==> src/rtl/mem_bus_seq_pkg.sv <==
package mem_bus_seq_pkg;

  typedef enum logic [3:0] {
    ST_IDLE,
    ST_T1H, ST_T1L,
    ST_T2H, ST_T2L,
    ST_TWH, ST_TWL,
    ST_T3H, ST_T3L
  } busState_t;

  typedef struct packed {
    logic load;     // latch request fields
    logic capture;  // sample incoming read byte
  } seqCtl_t;

endpackage

==> src/rtl/mem_bus_seq_ctrl.sv <==
module mem_bus_seq_ctrl
  import mem_bus_seq_pkg::*;
(
  input  logic    clk,
  input  logic    rstN,
  input  logic    startReq,
  input  logic    writeSel,
  input  logic    waitN,
  output seqCtl_t ctl,
  output logic    mreqN,
  output logic    rdN,
  output logic    wrN,
  output logic    doutEn,
  output logic    doneP
);

  busState_t state;
  logic      isWrite;
  logic      waitHit;
  logic      reqPhase;
  logic      wrPhase;
  logic      oePhase;

  always_ff @(posedge clk or negedge rstN) begin
    if (!rstN) begin
      state   <= ST_IDLE;
      isWrite <= 1'b0;
      waitHit <= 1'b0;
    end else begin
      unique case (state)
        ST_IDLE: if (startReq) begin
          state   <= ST_T1H;
          isWrite <= writeSel;
        end
        ST_T1H: state <= ST_T1L;
        ST_T1L: state <= ST_T2H;
        ST_T2H: begin
          state   <= ST_T2L;
          waitHit <= !waitN;   // falling edge of T2
        end
        ST_T2L: state <= waitHit ? ST_TWH : ST_T3H;
        ST_TWH: begin
          state   <= ST_TWL;
          waitHit <= !waitN;   // falling edge of a wait state
        end
        ST_TWL: state <= waitHit ? ST_TWH : ST_T3H;
        ST_T3H: state <= ST_T3L;
        ST_T3L: state <= ST_IDLE;
        default: state <= ST_IDLE;
      endcase
    end
  end

  always_comb begin
    reqPhase = 1'b0;
    wrPhase  = 1'b0;
    oePhase  = 1'b0;
    unique case (state)
      ST_T1L:                 begin reqPhase = 1'b1; oePhase = 1'b1; end
      ST_T2H:                 begin reqPhase = 1'b1; oePhase = 1'b1; end
      ST_T2L, ST_TWH, ST_TWL,
      ST_T3H:                 begin reqPhase = 1'b1; wrPhase = 1'b1; oePhase = 1'b1; end
      ST_T3L:                 oePhase = 1'b1;
      default:                ;
    endcase
  end

  assign mreqN       = !reqPhase;
  assign rdN         = !(reqPhase && !isWrite);
  assign wrN         = !(wrPhase && isWrite);
  assign doutEn      = oePhase && isWrite;
  assign doneP       = (state == ST_T3L);
  assign ctl.load    = (state == ST_IDLE) && startReq;
  assign ctl.capture = (state == ST_T3H) && !isWrite;

  // the done pulse never lasts two cycles
  p_done_single_r8: assert property (@(posedge clk) disable iff (!rstN)
    doneP |=> !doneP);

  // a request seen mid-cycle does not reload the datapath
  p_ignore_busy_r7: assert property (@(posedge clk) disable iff (!rstN)
    (state != ST_IDLE) |-> !ctl.load);

  // a low wait sample after T2 leads to a wait state
  p_wait_insert_r6: assert property (@(posedge clk) disable iff (!rstN)
    (state == ST_T2H && !waitN) |=> ##1 (state == ST_TWH));

endmodule

==> src/rtl/mem_bus_seq_dp.sv <==
module mem_bus_seq_dp
  import mem_bus_seq_pkg::*;
#(
  parameter int ADDR_W = 16,
  parameter int DATA_W = 8
) (
  input  logic              clk,
  input  logic              rstN,
  input  seqCtl_t           ctl,
  input  logic [ADDR_W-1:0] coreAddr,
  input  logic [DATA_W-1:0] coreWdata,
  input  logic [DATA_W-1:0] busDin,
  output logic [ADDR_W-1:0] busAddr,
  output logic [DATA_W-1:0] busDout,
  output logic [DATA_W-1:0] rdData
);

  logic [ADDR_W-1:0] addrQ;
  logic [DATA_W-1:0] wdataQ;
  logic [DATA_W-1:0] rdataQ;

  always_ff @(posedge clk or negedge rstN) begin
    if (!rstN) begin
      addrQ  <= '0;
      wdataQ <= '0;
      rdataQ <= '0;
    end else begin
      if (ctl.load) begin
        addrQ  <= coreAddr;
        wdataQ <= coreWdata;
      end
      if (ctl.capture) rdataQ <= busDin;
    end
  end

  assign busAddr = addrQ;
  assign busDout = wdataQ;
  assign rdData  = rdataQ;

  // the read byte changes only when a capture is commanded
  p_rdata_hold_r3: assert property (@(posedge clk) disable iff (!rstN)
    !ctl.capture |=> $stable(rdataQ));

endmodule

==> src/rtl/mem_bus_seq.sv <==
module mem_bus_seq
  import mem_bus_seq_pkg::*;
#(
  parameter int ADDR_W = 16,
  parameter int DATA_W = 8
) (
  input  logic              clk,
  input  logic              rstN,
  input  logic              startReq,
  input  logic              writeSel,
  input  logic [ADDR_W-1:0] coreAddr,
  input  logic [DATA_W-1:0] coreWdata,
  output logic [DATA_W-1:0] rdData,
  output logic              doneP,
  output logic [ADDR_W-1:0] busAddr,
  output logic              mreqN,
  output logic              rdN,
  output logic              wrN,
  output logic [DATA_W-1:0] busDout,
  output logic              busDoutEn,
  input  logic [DATA_W-1:0] busDin,
  input  logic              waitN
);

  seqCtl_t ctl;

  mem_bus_seq_ctrl u_ctrl (
    .clk      (clk),
    .rstN     (rstN),
    .startReq (startReq),
    .writeSel (writeSel),
    .waitN    (waitN),
    .ctl      (ctl),
    .mreqN    (mreqN),
    .rdN      (rdN),
    .wrN      (wrN),
    .doutEn   (busDoutEn),
    .doneP    (doneP)
  );

  mem_bus_seq_dp #(.ADDR_W(ADDR_W), .DATA_W(DATA_W)) u_dp (
    .clk       (clk),
    .rstN      (rstN),
    .ctl       (ctl),
    .coreAddr  (coreAddr),
    .coreWdata (coreWdata),
    .busDin    (busDin),
    .busAddr   (busAddr),
    .busDout   (busDout),
    .rdData    (rdData)
  );

  // read and write strobes never overlap
  p_no_rd_wr_r4: assert property (@(posedge clk) disable iff (!rstN)
    !(!rdN && !wrN));

  // write strobe only inside memory request
  p_wr_in_req_r4: assert property (@(posedge clk) disable iff (!rstN)
    !wrN |-> !mreqN);

  // data is never driven while reading
  p_no_oe_read_r5: assert property (@(posedge clk) disable iff (!rstN)
    !rdN |-> !busDoutEn);

  // enable outlives the request by half a bus state
  p_oe_tail_r5: assert property (@(posedge clk) disable iff (!rstN)
    ($rose(mreqN) && $past(busDoutEn)) |-> busDoutEn);

  // address steady while request is held
  p_addr_stable_r1: assert property (@(posedge clk) disable iff (!rstN)
    (!mreqN && $past(!mreqN)) |-> $stable(busAddr));

endmodule

==> config.mk <==
export PLATFORM = sky130hd
export DESIGN_NAME = mem_bus_seq
export DESIGN_NICKNAME = d
export VERILOG_FILES = /design/src/rtl/mem_bus_seq_pkg.sv /design/src/rtl/mem_bus_seq_ctrl.sv /design/src/rtl/mem_bus_seq_dp.sv /design/src/rtl/mem_bus_seq.sv
export SDC_FILE = /design/constraint.sdc
export NUM_CORES = 1
export LEC_CHECK = 0
export BUFFER_PORTS_ARGS = -buffer_cell sky130_fd_sc_hd__buf_2
export CORE_UTILIZATION = 25
export CTS_CLUSTER_DIAMETER = 200
export DETAILED_ROUTE_END_ITERATION = 10
export RECOVER_POWER = 50
export SYNTH_ARGS = -nofsm -noshare
export SYNTH_HDL_FRONTEND = slang
export SYNTH_SLANG_ARGS = --single-unit
==> constraint.sdc <==
create_clock -name clk -period 4.08 [get_ports clk]
set_input_delay 0.204 -clock clk [delete_from_list [all_inputs] [get_ports clk]]
set_output_delay 0.204 -clock clk [all_outputs]
set_load 0.02 [all_outputs]
==> metrics.txt <==
Largest stage delay, worst path=0.54 ns; clock buffer depth=2; synthesized area per cell=15.5 sq um; Worst-Skew Late Latency=approximately 0.28 ns; status=finished, violations left; Fmax=532 MHz; Max Clock Skew=0.00306 ns; placer congestion estimate=0.697; Layout area overhead=31.8%; P_int=between 1 and 1.5 mW; CP Launch Type=register; final hold vios=0; CP Class=register to register; Switch Pwr=685 uW; Final min period=1.88 ns; CP endpoint kind=register; most common cell after layout, fill and taps aside=buf_2; part of the power in registers=40.6%; Routed Wire Length=~2900 um; first-pass GRT wire length=between 4000 and 5000 um; max-slew violations=39; post-CTS setup buffer count=0; post-route clock period utilization=between 40 and 50%; Residual DRC=0; antenna violations before repair=0; CTS clock-pin slew for the worst setup and hold paths=0.07 ns; Ports=74; clk sinks=38; R2R cell count=3; vias in the first global route=1056; CTS tree=built; clock root buffer=clkbuf_8; Vias/cell=approximately 4.2; Rel. slew slack=-33.6%; worst slew pin tran=2.00 ns; Clk pwr share=roughly 14%; #FFs+latches synth=38; # setup viols final=0; DR iter-0 viols=13; CTS resizes=0; Seq/Total Area, Yosys=62.6%; fin nets=211; TNS Setup=0 ns; maximum VDD drop=239 uV; initial core utilization=between 20% and 30%; Synth Instances=98; DR WL/cell=11.6 um; worst r2r src=u_ctrl.state[2]$_DFFE_PN0P_; crit path max-delay cell type=nand3_2; Tightest Hold Check Type=input pin to register; share of layout cells above drive strength 1=56.9%; combinational share of power=45.3%; crit path launch=u_ctrl.state[2]$_DFFE_PN0P_; Leak Pwr=0.947 nW; Post-Syn Nets=135; die height=between 70 and 80 um; Die Area=about 6400 sq um; area post-placement=between 1500 and 2000 sq um; hpwl dp=2080 um; Rows=28; Synth Warn #=0; worst path cell trace=nor2_1 -> nand3_2 -> mux2_2; CTS H-Tree Depth=2; cell area after layout=between 2000 and 2500 sq um; via count=roughly 1000; failing checks=max-capacitance violations, max-slew violations; Port Buffer Count=73; Hold-fix buffers, CTS=0; n_diodes=0; commonest cells after routing, fill and taps aside=buf_2, dfrtp_1, mux2_2; Placeable Area=5890 sq um; min-delay src=waitN; Max Cap Viol=1; setup repair after global routing missed its margin=false; Cell Area, Synth=1520 sq um; CP Max Fanout=25; sw frac=40.3%; Num CTS Buffers=5; hold path depth=2; Total GRT Usage=9.54%; worst endpoint required time=approximately 4.3 ns; Die W=79.9 um; PwrDens=848 nW/um^2; post-route ant nets=0; Worst Path Arrival=between 2 and 2.5 ns; First-pass DRT Iterations=2; Synth cell types=20; gr ovfl total=0; largest net degree at the start of global routing=39
-- power groups by stage --
stage / Combinational [mW] / Sequential (mW) / Clock (mW)
4_1_cts: 0.805 / 0.691 / 0.258
6_report: 0.769 / 0.690 / 0.239
5_1_grt: 0.838 / 0.721 / 0.271
3_3_place_gp: 0.794 / 0.691 / 0
2_1_floorplan: 0.375 / 0.871 / 0
3_5_place_dp: 0.803 / 0.696 / 0
-- layer usage --
metal	track usage [%]	part of all wire (%)
met1	11.8	46
met2	15.2	45
met3	3.54	8.8
met4	3.21	0.76
met5	0	0
-- area by class of cell --
class	instances	area (sq um)
inverter	1	3.75
fill	611	3880
sequential	38	951
clock inverter	2	10.0
tap	75	93.8
clock buffer	5	68.8
timing repair buffer	73	345
multi-input combinational	55	529
-- cell families (layout without fill, tap and decap cells) --
family	after synthesis	count (layout)	share of synthesized area [%]
buf+inv	5	81	2.39
mux	33	33	24.5
compound gates	5	5	2.31
xor+xnor	2	2	1.15
flops	38	38	62.6
simple gates	15	15	7.09
-- per-stage QoR --
step	util [%]	instances	worst slack, ns	hold slack [ns]	power, mW
after floorplan	-	98	2.16	-0.0916	1.25
after global placement	33.1	242	2.20	0.370	1.49
after detailed placement	33.1	242	2.17	0.368	1.50
after CTS	34.4	249	2.15	0.0491	1.75
after global routing	34.0	249	2.00	0.0964	1.83
final	34.0	249	2.20	0.115	1.70
-- flip-flops by register name, indices dropped and copies added, names as in the netlist --
| register | flops |
|---|---|
| u_ctrl.isWrite | 1 |
| u_dp.busDout | 8 |
| u_ctrl.state | 4 |
| u_ctrl.waitHit | 1 |
| u_dp.rdData | 8 |
| u_dp.busAddr | 16 |
-- worst paths after layout --
path,to,slack [ns]
worst max-delay path,u_dp.busAddr[9]$_DFFE_PN0P_,2.20
worst min-delay path,u_ctrl.waitHit$_DFFE_PN0P_,0.12
worst max register to register,u_dp.busAddr[9]$_DFFE_PN0P_,2.20
worst min register to register,u_dp.busAddr[7]$_DFFE_PN0P_,0.51
max in group asynchronous,u_dp.busDout[3]$_DFFE_PN0P_,2.45
min in group asynchronous,u_dp.rdData[5]$_DFFE_PN0P_,0.48
-- cell usage after synthesis --
library cell | instances | area share [%]
dfrtp_1 | 38 | 63
nand3b_1 | 1 | 0.49
nor2_1 | 5 | 1.2
buf_2 | 2 | 0.66
nor3b_1 | 1 | 0.49
a31oi_1 | 1 | 0.41
buf_6 | 2 | 1.5
nand2_2 | 1 | 0.41
o21a_1 | 1 | 0.49
nand3_2 | 1 | 0.66
o31ai_1 | 1 | 0.49
nor4b_1 | 1 | 0.58
nor2b_1 | 3 | 1.2
mux2_2 | 33 | 24
a21oi_1 | 1 | 0.33
xor2_1 | 2 | 1.2
inv_1 | 1 | 0.25
or3_1 | 1 | 0.41
o31a_1 | 1 | 0.58
nor4b_4 | 1 | 1.6
-- worst max-delay path: cells and delay by family, from the launching register on --
| kind | cells | cell delay (ns) |
|---|---|---|
| AND/OR/NAND/NOR | 2 | 0.78 |
| flip-flops | 1 | 0.50 |
| multiplexers | 1 | 0.48 |
No activity file was read; power rests on OpenSTA's default activity.
